File: src/rtl/sata_dc_pkg.sv
package sata_dc_pkg;
  localparam int unsigned HOB_BIT  = 7;
  localparam int unsigned SRST_BIT = 2;
  localparam int unsigned NIEN_BIT = 1;
  localparam logic [7:0]  FIS_TYPE_CTL = 8'h27;

  typedef enum logic [1:0] {
    LINK_ON      = 2'd0,
    LINK_PARTIAL = 2'd1,
    LINK_SLUMBER = 2'd2,
    LINK_NRDY    = 2'd3
  } link_pm_e;

  typedef enum logic [1:0] {
    ST_IDLE = 2'd0,
    ST_WAKE = 2'd1,
    ST_SEND = 2'd2
  } ctl_st_e;
endpackage

File: src/rtl/sata_dc_taskfile.sv
module sata_dc_taskfile #(
  parameter int unsigned DW = 8,
  parameter int unsigned AW = 3,
  parameter int unsigned N  = 4
) (
  input  logic          clk_i,
  input  logic          rst_ni,
  input  logic          we_i,
  input  logic [AW-1:0] addr_i,
  input  logic [DW-1:0] wdata_i,
  input  logic          hob_i,
  output logic          hit_o,
  output logic [DW-1:0] rdata_o
);
  logic [N-1:0][DW-1:0] cur_w;
  logic [N-1:0][DW-1:0] prev_w;

  for (genvar i = 0; i < N; i++) begin : g_reg
    logic [DW-1:0] cur_q, prev_q;
    always_ff @(posedge clk_i or negedge rst_ni) begin
      if (!rst_ni) begin
        cur_q  <= '0;
        prev_q <= '0;
      end else if (we_i && addr_i == AW'(i)) begin
        prev_q <= cur_q;
        cur_q  <= wdata_i;
      end
    end
    assign cur_w[i]  = cur_q;
    assign prev_w[i] = prev_q;
  end

  assign hit_o = {1'b0, addr_i} < (AW+1)'(N);

  always_comb begin
    rdata_o = '0;
    for (int k = 0; k < N; k++) begin
      if (addr_i == AW'(k)) rdata_o = hob_i ? prev_w[k] : cur_w[k];
    end
  end
endmodule

File: src/rtl/sata_dc_ctl_fsm.sv
module sata_dc_ctl_fsm
  import sata_dc_pkg::*;
#(
  parameter int unsigned DW = 8
) (
  input  logic          clk_i,
  input  logic          rst_ni,
  input  logic [DW-1:0] ctl_i,
  input  logic [1:0]    link_pm_i,
  input  logic          wake_done_i,
  input  logic          fis_ack_i,
  output logic          wake_req_o,
  output logic          fis_req_o,
  output logic [DW-1:0] fis_ctl_o,
  output logic          pend_o
);
  localparam logic [DW-1:0] HOB_MASK = DW'(1) << HOB_BIT;

  ctl_st_e       st_q;
  logic [DW-1:0] sent_q, fis_ctl_q;
  logic          link_on, link_low;

  assign link_on  = link_pm_i == LINK_ON;
  assign link_low = link_pm_i == LINK_PARTIAL || link_pm_i == LINK_SLUMBER;

  // judged against the byte last accepted by the link
  assign pend_o = (ctl_i[SRST_BIT] != sent_q[SRST_BIT]) ||
                  (!ctl_i[SRST_BIT] && ctl_i[NIEN_BIT] != sent_q[NIEN_BIT]);

  always_ff @(posedge clk_i or negedge rst_ni) begin
    if (!rst_ni) begin
      st_q      <= ST_IDLE;
      sent_q    <= '0;
      fis_ctl_q <= '0;
    end else begin
      unique case (st_q)
        ST_IDLE: if (pend_o) begin
          if (link_on) begin
            st_q      <= ST_SEND;
            fis_ctl_q <= ctl_i & ~HOB_MASK;
          end else if (link_low) begin
            st_q <= ST_WAKE;
          end
        end
        ST_WAKE: if (wake_done_i) st_q <= ST_IDLE;
        ST_SEND: if (fis_ack_i) begin
          sent_q <= fis_ctl_q;
          st_q   <= ST_IDLE;
        end
        default: st_q <= ST_IDLE;
      endcase
    end
  end

  assign wake_req_o = st_q == ST_WAKE;
  assign fis_req_o  = st_q == ST_SEND;
  assign fis_ctl_o  = fis_ctl_q;

  a_r5_fis_hold: assert property (@(posedge clk_i) disable iff (!rst_ni)
    fis_req_o && !fis_ack_i |=> fis_req_o && $stable(fis_ctl_o));
  a_r6_wake_hold: assert property (@(posedge clk_i) disable iff (!rst_ni)
    wake_req_o && !wake_done_i |=> wake_req_o);
  a_r6_send_on: assert property (@(posedge clk_i) disable iff (!rst_ni)
    $rose(fis_req_o) |-> $past(link_pm_i) == LINK_ON);
  a_r6_excl: assert property (@(posedge clk_i) disable iff (!rst_ni)
    !(wake_req_o && fis_req_o));
endmodule

File: src/rtl/sata_devctl_shadow.sv
module sata_devctl_shadow
  import sata_dc_pkg::*;
#(
  parameter int unsigned DW          = 8,
  parameter int unsigned AW          = 3,
  parameter int unsigned TF_REGS     = 4,
  parameter int unsigned DEVCTL_ADDR = 7
) (
  input  logic          clk_i,
  input  logic          rst_ni,
  input  logic          host_we_i,
  input  logic [AW-1:0] host_addr_i,
  input  logic [DW-1:0] host_wdata_i,
  output logic [DW-1:0] host_rdata_o,
  input  logic [1:0]    link_pm_i,
  input  logic          wake_done_i,
  input  logic          fis_ack_i,
  output logic          wake_req_o,
  output logic          fis_req_o,
  output logic [7:0]    fis_type_o,
  output logic          fis_cflag_o,
  output logic [DW-1:0] fis_ctl_o
);
  localparam logic [AW-1:0] DC_ADDR = AW'(DEVCTL_ADDR);

  logic [DW-1:0] devctl_q, tf_rdata;
  logic          dc_wr, cb_wr, tf_hit, pend;

  assign dc_wr = host_we_i && host_addr_i == DC_ADDR;
  assign cb_wr = host_we_i && host_addr_i != DC_ADDR;

  always_ff @(posedge clk_i or negedge rst_ni) begin
    if (!rst_ni)    devctl_q <= '0;
    else if (dc_wr) devctl_q <= host_wdata_i;
    else if (cb_wr) devctl_q[HOB_BIT] <= 1'b0;
  end

  sata_dc_taskfile #(.DW(DW), .AW(AW), .N(TF_REGS)) u_tf (
    .clk_i   (clk_i),
    .rst_ni  (rst_ni),
    .we_i    (host_we_i),
    .addr_i  (host_addr_i),
    .wdata_i (host_wdata_i),
    .hob_i   (devctl_q[HOB_BIT]),
    .hit_o   (tf_hit),
    .rdata_o (tf_rdata)
  );

  sata_dc_ctl_fsm #(.DW(DW)) u_fsm (
    .clk_i       (clk_i),
    .rst_ni      (rst_ni),
    .ctl_i       (devctl_q),
    .link_pm_i   (link_pm_i),
    .wake_done_i (wake_done_i),
    .fis_ack_i   (fis_ack_i),
    .wake_req_o  (wake_req_o),
    .fis_req_o   (fis_req_o),
    .fis_ctl_o   (fis_ctl_o),
    .pend_o      (pend)
  );

  always_comb begin
    if (host_addr_i == DC_ADDR) host_rdata_o = devctl_q;
    else if (tf_hit)            host_rdata_o = tf_rdata;
    else                        host_rdata_o = '0;
  end

  assign fis_type_o  = FIS_TYPE_CTL;
  assign fis_cflag_o = 1'b0;

  a_r4_hob_only: assert property (@(posedge clk_i) disable iff (!rst_ni)
    dc_wr && !pend && !fis_req_o &&
    host_wdata_i[HOB_BIT-1:0] == devctl_q[HOB_BIT-1:0] |=> !pend);
  a_r9_hob_clr: assert property (@(posedge clk_i) disable iff (!rst_ni)
    cb_wr |=> !devctl_q[HOB_BIT]);
endmodule

File: config.mk
export PLATFORM = sky130hd
export DESIGN_NAME = sata_devctl_shadow
export DESIGN_NICKNAME = d
export VERILOG_FILES = /design/src/rtl/sata_dc_pkg.sv /design/src/rtl/sata_dc_taskfile.sv /design/src/rtl/sata_dc_ctl_fsm.sv /design/src/rtl/sata_devctl_shadow.sv
export SDC_FILE = /design/constraint.sdc
export NUM_CORES = 1
export LEC_CHECK = 0
export ABC_AREA = 1
export BUFFER_PORTS_ARGS = -buffer_cell sky130_fd_sc_hd__buf_2
export CAP_MARGIN = 5
export CELL_PAD_IN_SITES_DETAIL_PLACEMENT = 1
export CELL_PAD_IN_SITES_GLOBAL_PLACEMENT = 2
export CORE_AREA = 2 2 104 126
export CTS_BUF_LIST = sky130_fd_sc_hd__clkbuf_16
export DETAILED_ROUTE_END_ITERATION = 8
export DIE_AREA = 0 0 106 128
export PLACE_DENSITY_LB_ADDON = 0.25
export SYNTH_ARGS = -nofsm -noshare
export SYNTH_HDL_FRONTEND = slang
export SYNTH_SLANG_ARGS = --single-unit
File: constraint.sdc
create_clock -name clk_i -period 1.7 [get_ports clk_i]
set_clock_uncertainty 0.15 [all_clocks]
set_input_delay 0.17 -clock clk_i [delete_from_list [all_inputs] [get_ports clk_i]]
set_output_delay 0.17 -clock clk_i [all_outputs]
set_load 0.02 [all_outputs]
==> flow_summary.toml, run 1 <==
[outcome]
outcome = "finished with violations"
violations = "negative setup slack"

[cts]
cts_tree = "built"
root_buffer = "clkbuf_16"
cts_sinks = 83
cts_buffers = 9
clkTransAtPathRegs_ns = 0.06
htree_levels = 3
clock_latency_ns = 0.34
clk_path_buf_depth = 2
cts_setup_buffers = 0

[power_and_ir_drop]
p_clk_frac = 0.305
power_switching_w = 0.00211
p_leak_nw = 2.67
irDropWorstVdd_v = 0.000424
p_int_w = 0.00419
powerDensity_nw_per_um2 = 1200
p_seq_frac = 0.432
p_total_w = 0.00630
p_sw_frac = 0.335
pwr-share-comb = 0.263

[route]
routedWlPerCell_um = 14.9
avgViaCountPerCell = 4.70
drt-initial-drc-count = 134
drc = 0
ant_nets = 0
drt_first_pass_iters = 4
vias = 3569
wl_um = 11300

[grt]
antenna_found_initial = 0
grtUsageTotal = 0.180
grt_first_pass_wirelength_um = 18900
grt_pass1_vias = 3743
grt_max_degree = 84
overflow = 0

[synth]
synth_largest_area_cell = "dfrtp_1"
synthTopCellsByCount = "173 x nand2_1, 87 x inv_1, 83 x dfrtp_1"
ys_seq_area_frac = 0.501
synth.distinct_cells = 24
synth_most_common_cell = "nand2_1"
ys_warn_count = 0
ys.flop_type = "dfrtp_1"
synth_area_leaders = "dfrtp_1 50%, nand2_1 16%, inv_1 7.9%"
syn_inst = 543
synth_top_area_share = 0.501
synth_edf_count = 0
avgSynthCellArea_um2 = 7.64
ys_ff_latch = 83
ys_async_sr_fraction = 1.00
syn_area_um2 = 4150

[worst_setup_path]
crit_fanout = 8
critPathSlowestCell = "dfrtp_2"
startpoint_type = "register"
worstPathRequired_ns = 1.38
max_stage_delay_ns = 0.42
cp_num_buf_inv = 3
arrival_ns = 1.55
cp-end-kind = "output pin"
crit_path_cell_trace = "clkinv_4 -> buf_8 -> nand2_2 -> nand3_1 -> nand3_1 -> nand3_2 -> nand2_2 -> buf_6"
crit_family = "flip-flops"
crit_type = "register to output pin"

[timing]
setup_slack_ns = -0.174
min_period_over_period = 1.10
final_max_slew_viol_count = 0
rsz0062_at_grt = "yes"
fin_tns_setup_ns = -1.18
setup-violations-final = 8
fmax_mhz = 534
period_needed_ns = 1.87
final_hold_viol_count = 0

[final_layout]
layout-drive-gt1-share = 0.242
stdcell_area_um2 = 5250
fin_cells = 759
n_antenna_cell = 0
nets = 609
area_growth_pct = 26.5

[place]
io_buffers = 34
post_dp_cell_area_um2 = 4580
place_inst = 738
gp_congestion = 0.776
place_ws_ns = 0.112
dp_hpwl_um = 7760

[floorplanning]
die-area_um2 = 13600
pin_count = 45
die_w_um = 106
coreArea_um2 = 12400
die_y_um = 128
rows = 45
start_util = 0.333

[flow_run]
max_cap_violations = 0

[hold_path]
hold_class = "input pin to register"
[area by class of cell]
type / instances / area, um2
Clock buffer: 9 / 225
Clock inverter: 7 / 61.3
Fill cell: 1511 / 7200
Inverter: 88 / 338
Multi-Input combinational cell: 344 / 1800
Sequential cell: 83 / 2080
Tap cell: 164 / 205
Timing Repair Buffer: 64 / 539
[worst paths after layout]
check                      cells after the start                           start                              to  slack [ns]
max                                            8         devctl_q[7]$_DFFE_PN0P_                 host_rdata_o[0]       -0.17
min                                            3                 host_wdata_i[7]         devctl_q[7]$_DFFE_PN0P_        0.02
max reg2reg                                    6       u_fsm.st_q[1]$_DFFE_PN0P_  u_fsm.fis_ctl_o[0]$_DFFE_PN0P_        0.26
min reg2reg                                    2  u_fsm.fis_ctl_o[3]$_DFFE_PN0P_  u_fsm.fis_ctl_o[3]$_DFFE_PN0P_        0.32
max in group asynchronous                      3                          rst_ni         devctl_q[7]$_DFFE_PN0P_        0.76
min in group asynchronous                      3                          rst_ni       u_fsm.st_q[0]$_DFFE_PN0P_        0.25
[per-layer routing]
metal	wire length, um	global-route usage
met5	0	0
met4	172	0.0666
met3	358	0.0351
met2	5700	0.308
met1	5070	0.225
[placed cells by master (no fill, tap or decap), types with 2 or more instances in the layout]
cell	Yosys	layout
inv_1	87	88
nand4_1	12	12
nand3_1	59	25
clkbuf_16	0	9
dfrtp_1	83	82
buf_8	0	3
nand2_2	2	20
a21oi_1	2	2
dlygate4sd3_1	0	3
o21ai_0	64	64
clkinvlp_4	0	2
nand3_2	0	34
nand2_1	173	153
nor2_1	7	7
buf_6	2	11
nand2_4	1	3
conb_1	2	10
buf_12	0	4
buf_2	6	25
buf_4	11	18
o21ai_2	7	7
[sequential cells by signal (all words and copies together) (netlist names)]
register and cells:
u_tf.g.cur_q 32, u_tf.g.prev_q 32, devctl_q 8, u_fsm.fis_ctl_o 7, u_fsm.sent_q 2, u_fsm.st_q 2
[through the flow]
| step | utilization | hold slack, ns |
|---|---|---|
| 2_1_floorplan | - | -0.276 |
| 3_3_place_gp | 0.368 | 0.0948 |
| 3_5_place_dp | 0.368 | 0.110 |
| 4_1_cts | 0.407 | 0.0265 |
| 5_1_grt | 0.422 | 0.0517 |
| 6_report | 0.422 | 0.0247 |
[worst reg2reg max path: stages (launching register included)]
cell and delay, ns:
dfrtp_1 0.40, nor2_1 0.21, inv_1 0.10, nor2_2 0.13, nand3_2 0.18, nand2_1 0.11
nand2_1 0.05
[power by group through the flow]
stage          clock network [W]  registers [W]  logic, W
2_1_floorplan                  0        0.00278  0.000974
3_3_place_gp                   0        0.00273   0.00147
3_5_place_dp                   0        0.00275   0.00152
4_1_cts                  0.00199        0.00272   0.00161
5_1_grt                  0.00205        0.00279   0.00191
6_report                 0.00192        0.00272   0.00166
[cells by family after synthesis]
family                     share of synthesized area
and+or+nand+nor                                0.266
buffers and inverters                          0.128
DFF                                            0.501
AOI/OAI and AO/OA                             0.0975
other                                        0.00181
xor gates and xnor gates                     0.00211
adders and majority gates                    0.00302
[repair_timing]
item | in CTS | in global routing
endpoints found under the setup margin | 8 | 15
pin swaps | 16 | 22
cloned | 2 | 0
endpoints found under the hold margin | 85 | 0
gates resized for setup | 48 | 43
hold buffers | 3 | 0
Note: power is estimated with default switching activity, not from simulation.
==> inputs of run 2 (changes only) <==
- CORE_AREA: 2 2 104 126 -> 2 2 103 125
- CTS_BUF_LIST: sky130_fd_sc_hd__clkbuf_16 -> sky130_fd_sc_hd__clkbuf_2 sky130_fd_sc_hd__clkbuf_4 sky130_fd_sc_hd__clkbuf_8
- DIE_AREA: 0 0 106 128 -> 0 0 105 127
==> run 2 against run 1 <==
Compared with the run above:
- the flow still finishes with violations (negative setup slack)
- sequential share of layout area decreased by 0.83 points
- maximum frequency shrank 2.6%
- register-to-register slack got worse by 0.10 ns
- largest power group unchanged
==> flow_summary.toml, run 2 (synthesized netlist as in run 1, its figures left out) <==
[worst_setup_path]
crit_type = "register to output pin"
arrival_ns = 1.60
crit_family = "buffers and inverters"
crit_path_cell_trace = "buf_6 -> clkbuf_16 -> nand2_2 -> nand3_2 -> nand3_2 -> nand3_2 -> nand2_2 -> buf_6"
path_common_cell = "nand3_2"
critPathSlowestCell = "dfrtp_1"
crit_fanout = 6
cp_num_buf_inv = 3
startpoint_type = "register"
max_stage_delay_ns = 0.41
cp-end-kind = "output pin"
worstPathRequired_ns = 1.38

[cts]
htree_levels = 3
cts_tree = "built"
clk_path_buf_depth = 2
clkTransAtPathRegs_ns = 0.08
root_buffer = "clkbuf_8"
cts_sinks = 83
clock_latency_ns = 0.36
cts_buffers = 9

[floorplanning]
start_util = 0.345
coreArea_um2 = 12000
die-area_um2 = 13300
die_y_um = 127
rows = 44
die_w_um = 105
pin_count = 45

[final_layout]
n_antenna_cell = 0
fin_cells = 761
final_cell_mix = "147 x nand2_1, 86 x inv_1, 83 x dfrtp_1"
reg_top3 = "u_tf.g.cur_q (32), u_tf.g.prev_q (32), devctl_q (8)"
area_growth_pct = 29.1
final_common_cell = "nand2_1"
layout-drive-gt1-share = 0.278
nets = 614

[grt]
antenna_found_initial = 0
grt_max_degree = 84
grt_pass1_vias = 3657
grtUsageTotal = 0.177
overflow = 0
grt_first_pass_wirelength_um = 18600

[place]
io_buffers = 34
place_inst = 736
gp_congestion = 0.801
dp_hpwl_um = 7900

[timing]
fin_hold_ws_ns = 0.00698
final_hold_viol_count = 0
setup-violations-final = 8
fmax_mhz = 520
min_period_over_period = 1.13
rsz0062_at_grt = "yes"
period_needed_ns = 1.92
setup_slack_ns = -0.224
final_max_slew_viol_count = 0

[route]
routedWlPerCell_um = 15.2
vias = 3541
ant_nets = 0
drt_first_pass_iters = 4
avgViaCountPerCell = 4.65
drc = 0
wl_um = 11600
drt-initial-drc-count = 179

[power_and_ir_drop]
power_switching_w = 0.00207
p_seq_frac = 0.448
powerDensity_nw_per_um2 = 1130
p_int_w = 0.00399
irDropWorstVdd_v = 0.000351
p_clk_frac = 0.269
pwr-share-comb = 0.283
p_sw_frac = 0.342
p_leak_nw = 2.74

[hold_path]
hold_class = "input pin to register"

[outcome]
violations = "negative setup slack"
outcome = "finished with violations"

[flow_run]
max_cap_violations = 0
[run 2: changes by cell type in the layout (fill, tap and decap cells not counted), sizes merged]
cell	previous run	this run
dlygate4sd3	3	5
clkinvlp	2	0
clkinv	3	2
clkbuf	9	15
bufinv	1	2
inv	89	88
[run 2: path summary, 6_finish.rpt]
| kind | startpoint | end | slack (ns) | cells past startpoint |
|---|---|---|---|---|
| min reg2reg | u_fsm.fis_ctl_o[3]$_DFFE_PN0P_ | u_fsm.fis_ctl_o[3]$_DFFE_PN0P_ | 0.32 | 2 |
| min in group asynchronous | rst_ni | u_fsm.st_q[0]$_DFFE_PN0P_ | 0.24 | 3 |
| max | devctl_q[7]$_DFFE_PN0P_ | host_rdata_o[5] | -0.22 | 8 |
| max in group asynchronous | rst_ni | u_tf.g_reg[2].prev_q[4]$_DFFE_PN0P_ | 0.81 | 3 |
| min | host_wdata_i[6] | devctl_q[6]$_DFFE_PN0P_ | 0.007 | 3 |
| max reg2reg | u_fsm.st_q[1]$_DFFE_PN0P_ | u_fsm.fis_ctl_o[2]$_DFFE_PN0P_ | 0.16 | 6 |
[run 2: routing by layer]
metal,routed length (um),track usage,vias to the layer above,share of wire
met5,0,0,-,0
met4,108,0.0471,0,0.0093
met3,277,0.0296,8,0.024
met2,5590,0.289,48,0.48
met1,5590,0.246,1714,0.48
li1,-,-,1771,-
[run 2: timing repair]
item,CTS,global route
setup endpoints to repair,8,8
gates cloned,0,4
hold buffers,5,0
setup buffers,0,0
hold endpoints to repair,89,0
pin swaps,11,42
gates resized for setup,40,54
[run 2: layout make-up]
class                      instances  area (um2)
tap                              161         201
clock buffer                      12         153
fill                            1496        6650
clock inverter                     4        73.8
inverter                          88         333
multi-input combinational        344        1880
timing repair buffer              69         633
sequential                        83        2080
[run 2: power groups by stage]
stage / sequential, W / combinational (W) / clock [W]
final: 0.00271 / 0.00172 / 0.00163
after floorplan: 0.00278 / 0.000974 / 0
after detailed placement: 0.00275 / 0.00154 / 0
after CTS: 0.00272 / 0.00163 / 0.00168
after global placement: 0.00273 / 0.00149 / 0
after global routing: 0.00278 / 0.00196 / 0.00176
[run 2: per-stage QoR]
step                instance area [um2]  setup WS (ns)  total power [W]   util  TNS [ns]
floorplan                          4180          0.219          0.00375      -         0
global placement                   4620          0.118          0.00423  0.385         0
detailed placement                 4620          0.104          0.00430  0.385         0
CTS                                5030         -0.236          0.00602  0.420     -1.70
global route                       5350         -0.302          0.00650  0.446     -2.29
finish                             5350         -0.224          0.00606  0.446     -1.62
[run 2: worst min-delay path, cell delays in order]
cell,delay (ns)
buf_2,0.07
inv_1,0.09
o21ai_2,0.14
==> inputs of run 3 (changes only) <==
- ABC_AREA: 1 -> not set
- CORE_AREA: 2 2 103 125 -> 2 2 91 110
- DIE_AREA: 0 0 105 127 -> 0 0 93 112
==> run 3 against run 2 <==
Compared with the run above:
- the run still ends with negative setup slack left
- global-route usage up 0.51 points
- via count down 32%
- power increased by 3.7%
- sequential power grew 8.1%
- design area decreased by 8.8%
- core utilization rose by 7.5 points
- final cell count fell by 38%
==> flow_summary.toml, run 3 <==
[route]
avgViaCountPerCell = 5.14
routedWlPerCell_um = 19.0
drt_first_pass_iters = 4
vias = 2414
ant_nets = 0
drc = 0
drt-initial-drc-count = 61
wl_um = 8920

[grt]
overflow = 0
grt_pass1_vias = 2667
grtUsageTotal = 0.182
grt_first_pass_wirelength_um = 14300
antenna_found_initial = 0
grt_max_degree = 84

[floorplanning]
pin_count = 45
coreArea_um2 = 9370
die_y_um = 112
die_w_um = 93
start_util = 0.419
die-area_um2 = 10400
rows = 39

[timing]
min_period_over_period = 1.27
final_max_slew_viol_count = 0
rsz0062_at_grt = "yes"
setup-violations-final = 8
max_slew.worst_pin.slew_ns = 0.529
fin_tns_setup_ns = -3.41
relSlewSlack = 0.646
fmax_mhz = 465
final_hold_viol_count = 0
setup_slack_ns = -0.452
period_needed_ns = 2.15

[synth]
synth_most_common_cell = "mux2_2"
synth_largest_area_cell = "dfrtp_1"
synthTopCellsByCount = "95 x mux2_2, 83 x dfrtp_1, 15 x buf_4"
synth_top_area_share = 0.529
syn_inst = 273
ys.flop_type = "dfrtp_1"
synth.distinct_cells = 29
synth_area_leaders = "dfrtp_1 53%, mux2_2 27%, mux4_2 4.6%"
synth_edf_count = 0
avgSynthCellArea_um2 = 14.4
ys_ff_latch = 83
syn_area_um2 = 3930
ys_async_sr_fraction = 1.00
ys_seq_area_frac = 0.529
ys_warn_count = 0

[power_and_ir_drop]
irDropWorstVdd_v = 0.000787
p_leak_nw = 2.17
powerDensity_nw_per_um2 = 1290

[final_layout]
nets = 362
area_growth_pct = 24.3
stdcell_area_um2 = 4880
layout-drive-gt1-share = 0.597
reg_top3 = "u_tf.g.cur_q (32), u_tf.g.prev_q (32), devctl_q (8)"
final_common_cell = "mux2_2"
final_cell_mix = "94 x mux2_2, 82 x dfrtp_1, 27 x buf_2"
n_antenna_cell = 0

[outcome]
violations = "negative setup slack"
outcome = "finished with violations"

[cts]
root_buffer = "clkbuf_8"
htree_levels = 3
clock_latency_ns = 0.36
cts_tree = "built"
clkTransAtPathRegs_ns = 0.08
cts_buffers = 9
clk_path_buf_depth = 2
cts_sinks = 83

[worst_setup_path]
arrival_ns = 1.83
cp-end-kind = "output pin"
crit_fanout = 4
crit_type = "register to output pin"
worstPathRequired_ns = 1.38
startpoint_type = "register"

[place]
gp_congestion = 0.720
post_dp_cell_area_um2 = 4330
dp_hpwl_um = 5770
io_buffers = 34

[flow_run]
max_cap_violations = 0

[hold_path]
hold_class = "input pin to register"
run 3: changes by cell type in the layout (fill, tap and decap cells not counted), sizes merged, moves of 4 or more:
| cell | change |
|---|---|
| nand2b | +4 |
| nand2 | -163 |
| o21ai | -69 |
| inv | -82 |
| nand3 | -59 |
| nand4 | -12 |
| mux2 | +95 |
| dlygate4sd3 | +7 |
| o22ai | +8 |
| mux4 | +8 |
| clkbuf | -6 |
| o31ai | +8 |
run 3: logic make-up (layout without fill, tap and decap cells):
group	Yosys count	count (layout)	synth area share
adders and majority gates	1	1	0.00319
and+or+nand+nor	33	33	0.0548
other	2	10	0.00191
DFF	83	83	0.529
muxes	103	103	0.318
AOI/OAI and AO/OA	22	22	0.0401
buffers and inverters	28	94	0.0507
xor gates and xnor gates	1	1	0.00223
run 3: final cells by class:
type                       instances  area [um2]
clock inverter                     6         105
fill                             970        4490
multi-input combinational        170        1820
clock buffer                       9         124
tap                              123         154
timing repair buffer              73         584
inverter                           6        22.5
sequential                        83        2080
run 3: report_power, final:
group          internal, W  leakage, nW  switching [W]
Clock             0.000960        0.119       0.000710
Combinational     0.000929         1.04       0.000761
Sequential         0.00258         1.01       0.000352
Total              0.00447         2.17        0.00182
run 3: worst max-delay path, stage by stage, from the launching register on:
cell     delay [ns]
dfrtp_2        0.44
buf_6          0.15
mux4_2         0.54
nor2_4         0.13
o31ai_4        0.08
buf_6          0.13
run 3: path summary, 6_finish.rpt:
| check | start | to | slack, ns | cells past startpoint |
|---|---|---|---|---|
| max in group asynchronous | rst_ni | devctl_q[7]$_DFFE_PN0P_ | 0.81 | 3 |
| min | link_pm_i[1] | u_fsm.st_q[0]$_DFFE_PN0P_ | 0.10 | 5 |
| min in group asynchronous | rst_ni | u_fsm.fis_ctl_o[4]$_DFFE_PN0P_ | 0.24 | 3 |
| max | devctl_q[7]$_DFFE_PN0P_ | host_rdata_o[1] | -0.45 | 5 |
| max reg2reg | devctl_q[2]$_DFFE_PN0P_ | u_fsm.fis_ctl_o[4]$_DFFE_PN0P_ | 0.06 | 4 |
| min reg2reg | u_fsm.fis_ctl_o[3]$_DFFE_PN0P_ | u_fsm.fis_ctl_o[3]$_DFFE_PN0P_ | 0.36 | 1 |
run 3: per-layer routing:
| layer | track usage | wire length [um] | up-vias | share of wire |
|---|---|---|---|---|
| li1 | - | - | 1113 | - |
| met4 | 0.0735 | 121 | 0 | 0.014 |
| met5 | 0 | 0 | - | 0 |
| met2 | 0.294 | 4610 | 30 | 0.52 |
| met3 | 0.0359 | 228 | 8 | 0.026 |
| met1 | 0.242 | 3960 | 1263 | 0.44 |
run 3: through the flow:
stage | hold slack (ns) | total power, W | util | cells | setup WS, ns
3_5_place_dp | 0.0935 | 0.00451 | 0.463 | 436 | -0.102
3_3_place_gp | 0.0873 | 0.00443 | 0.463 | 436 | -0.0678
6_report | 0.105 | 0.00629 | 0.521 | 470 | -0.452
5_1_grt | 0.148 | 0.00669 | 0.521 | 470 | -0.513
4_1_cts | 0.0889 | 0.00625 | 0.505 | 463 | -0.466
2_1_floorplan | -0.276 | 0.00402 | - | 281 | -0.0712
run 3: timing repair:
| item | 4_1_cts | 5_1_grt |
|---|---|---|
| cloned | 0 | 1 |
| endpoints found under the setup margin | 8 | 40 |
| hold buffers | 12 | 0 |
| hold endpoints to repair | 123 | 0 |
| buffers inserted | 0 | 6 |
| pin swaps | 2 | 4 |
| resized for setup | 13 | 28 |
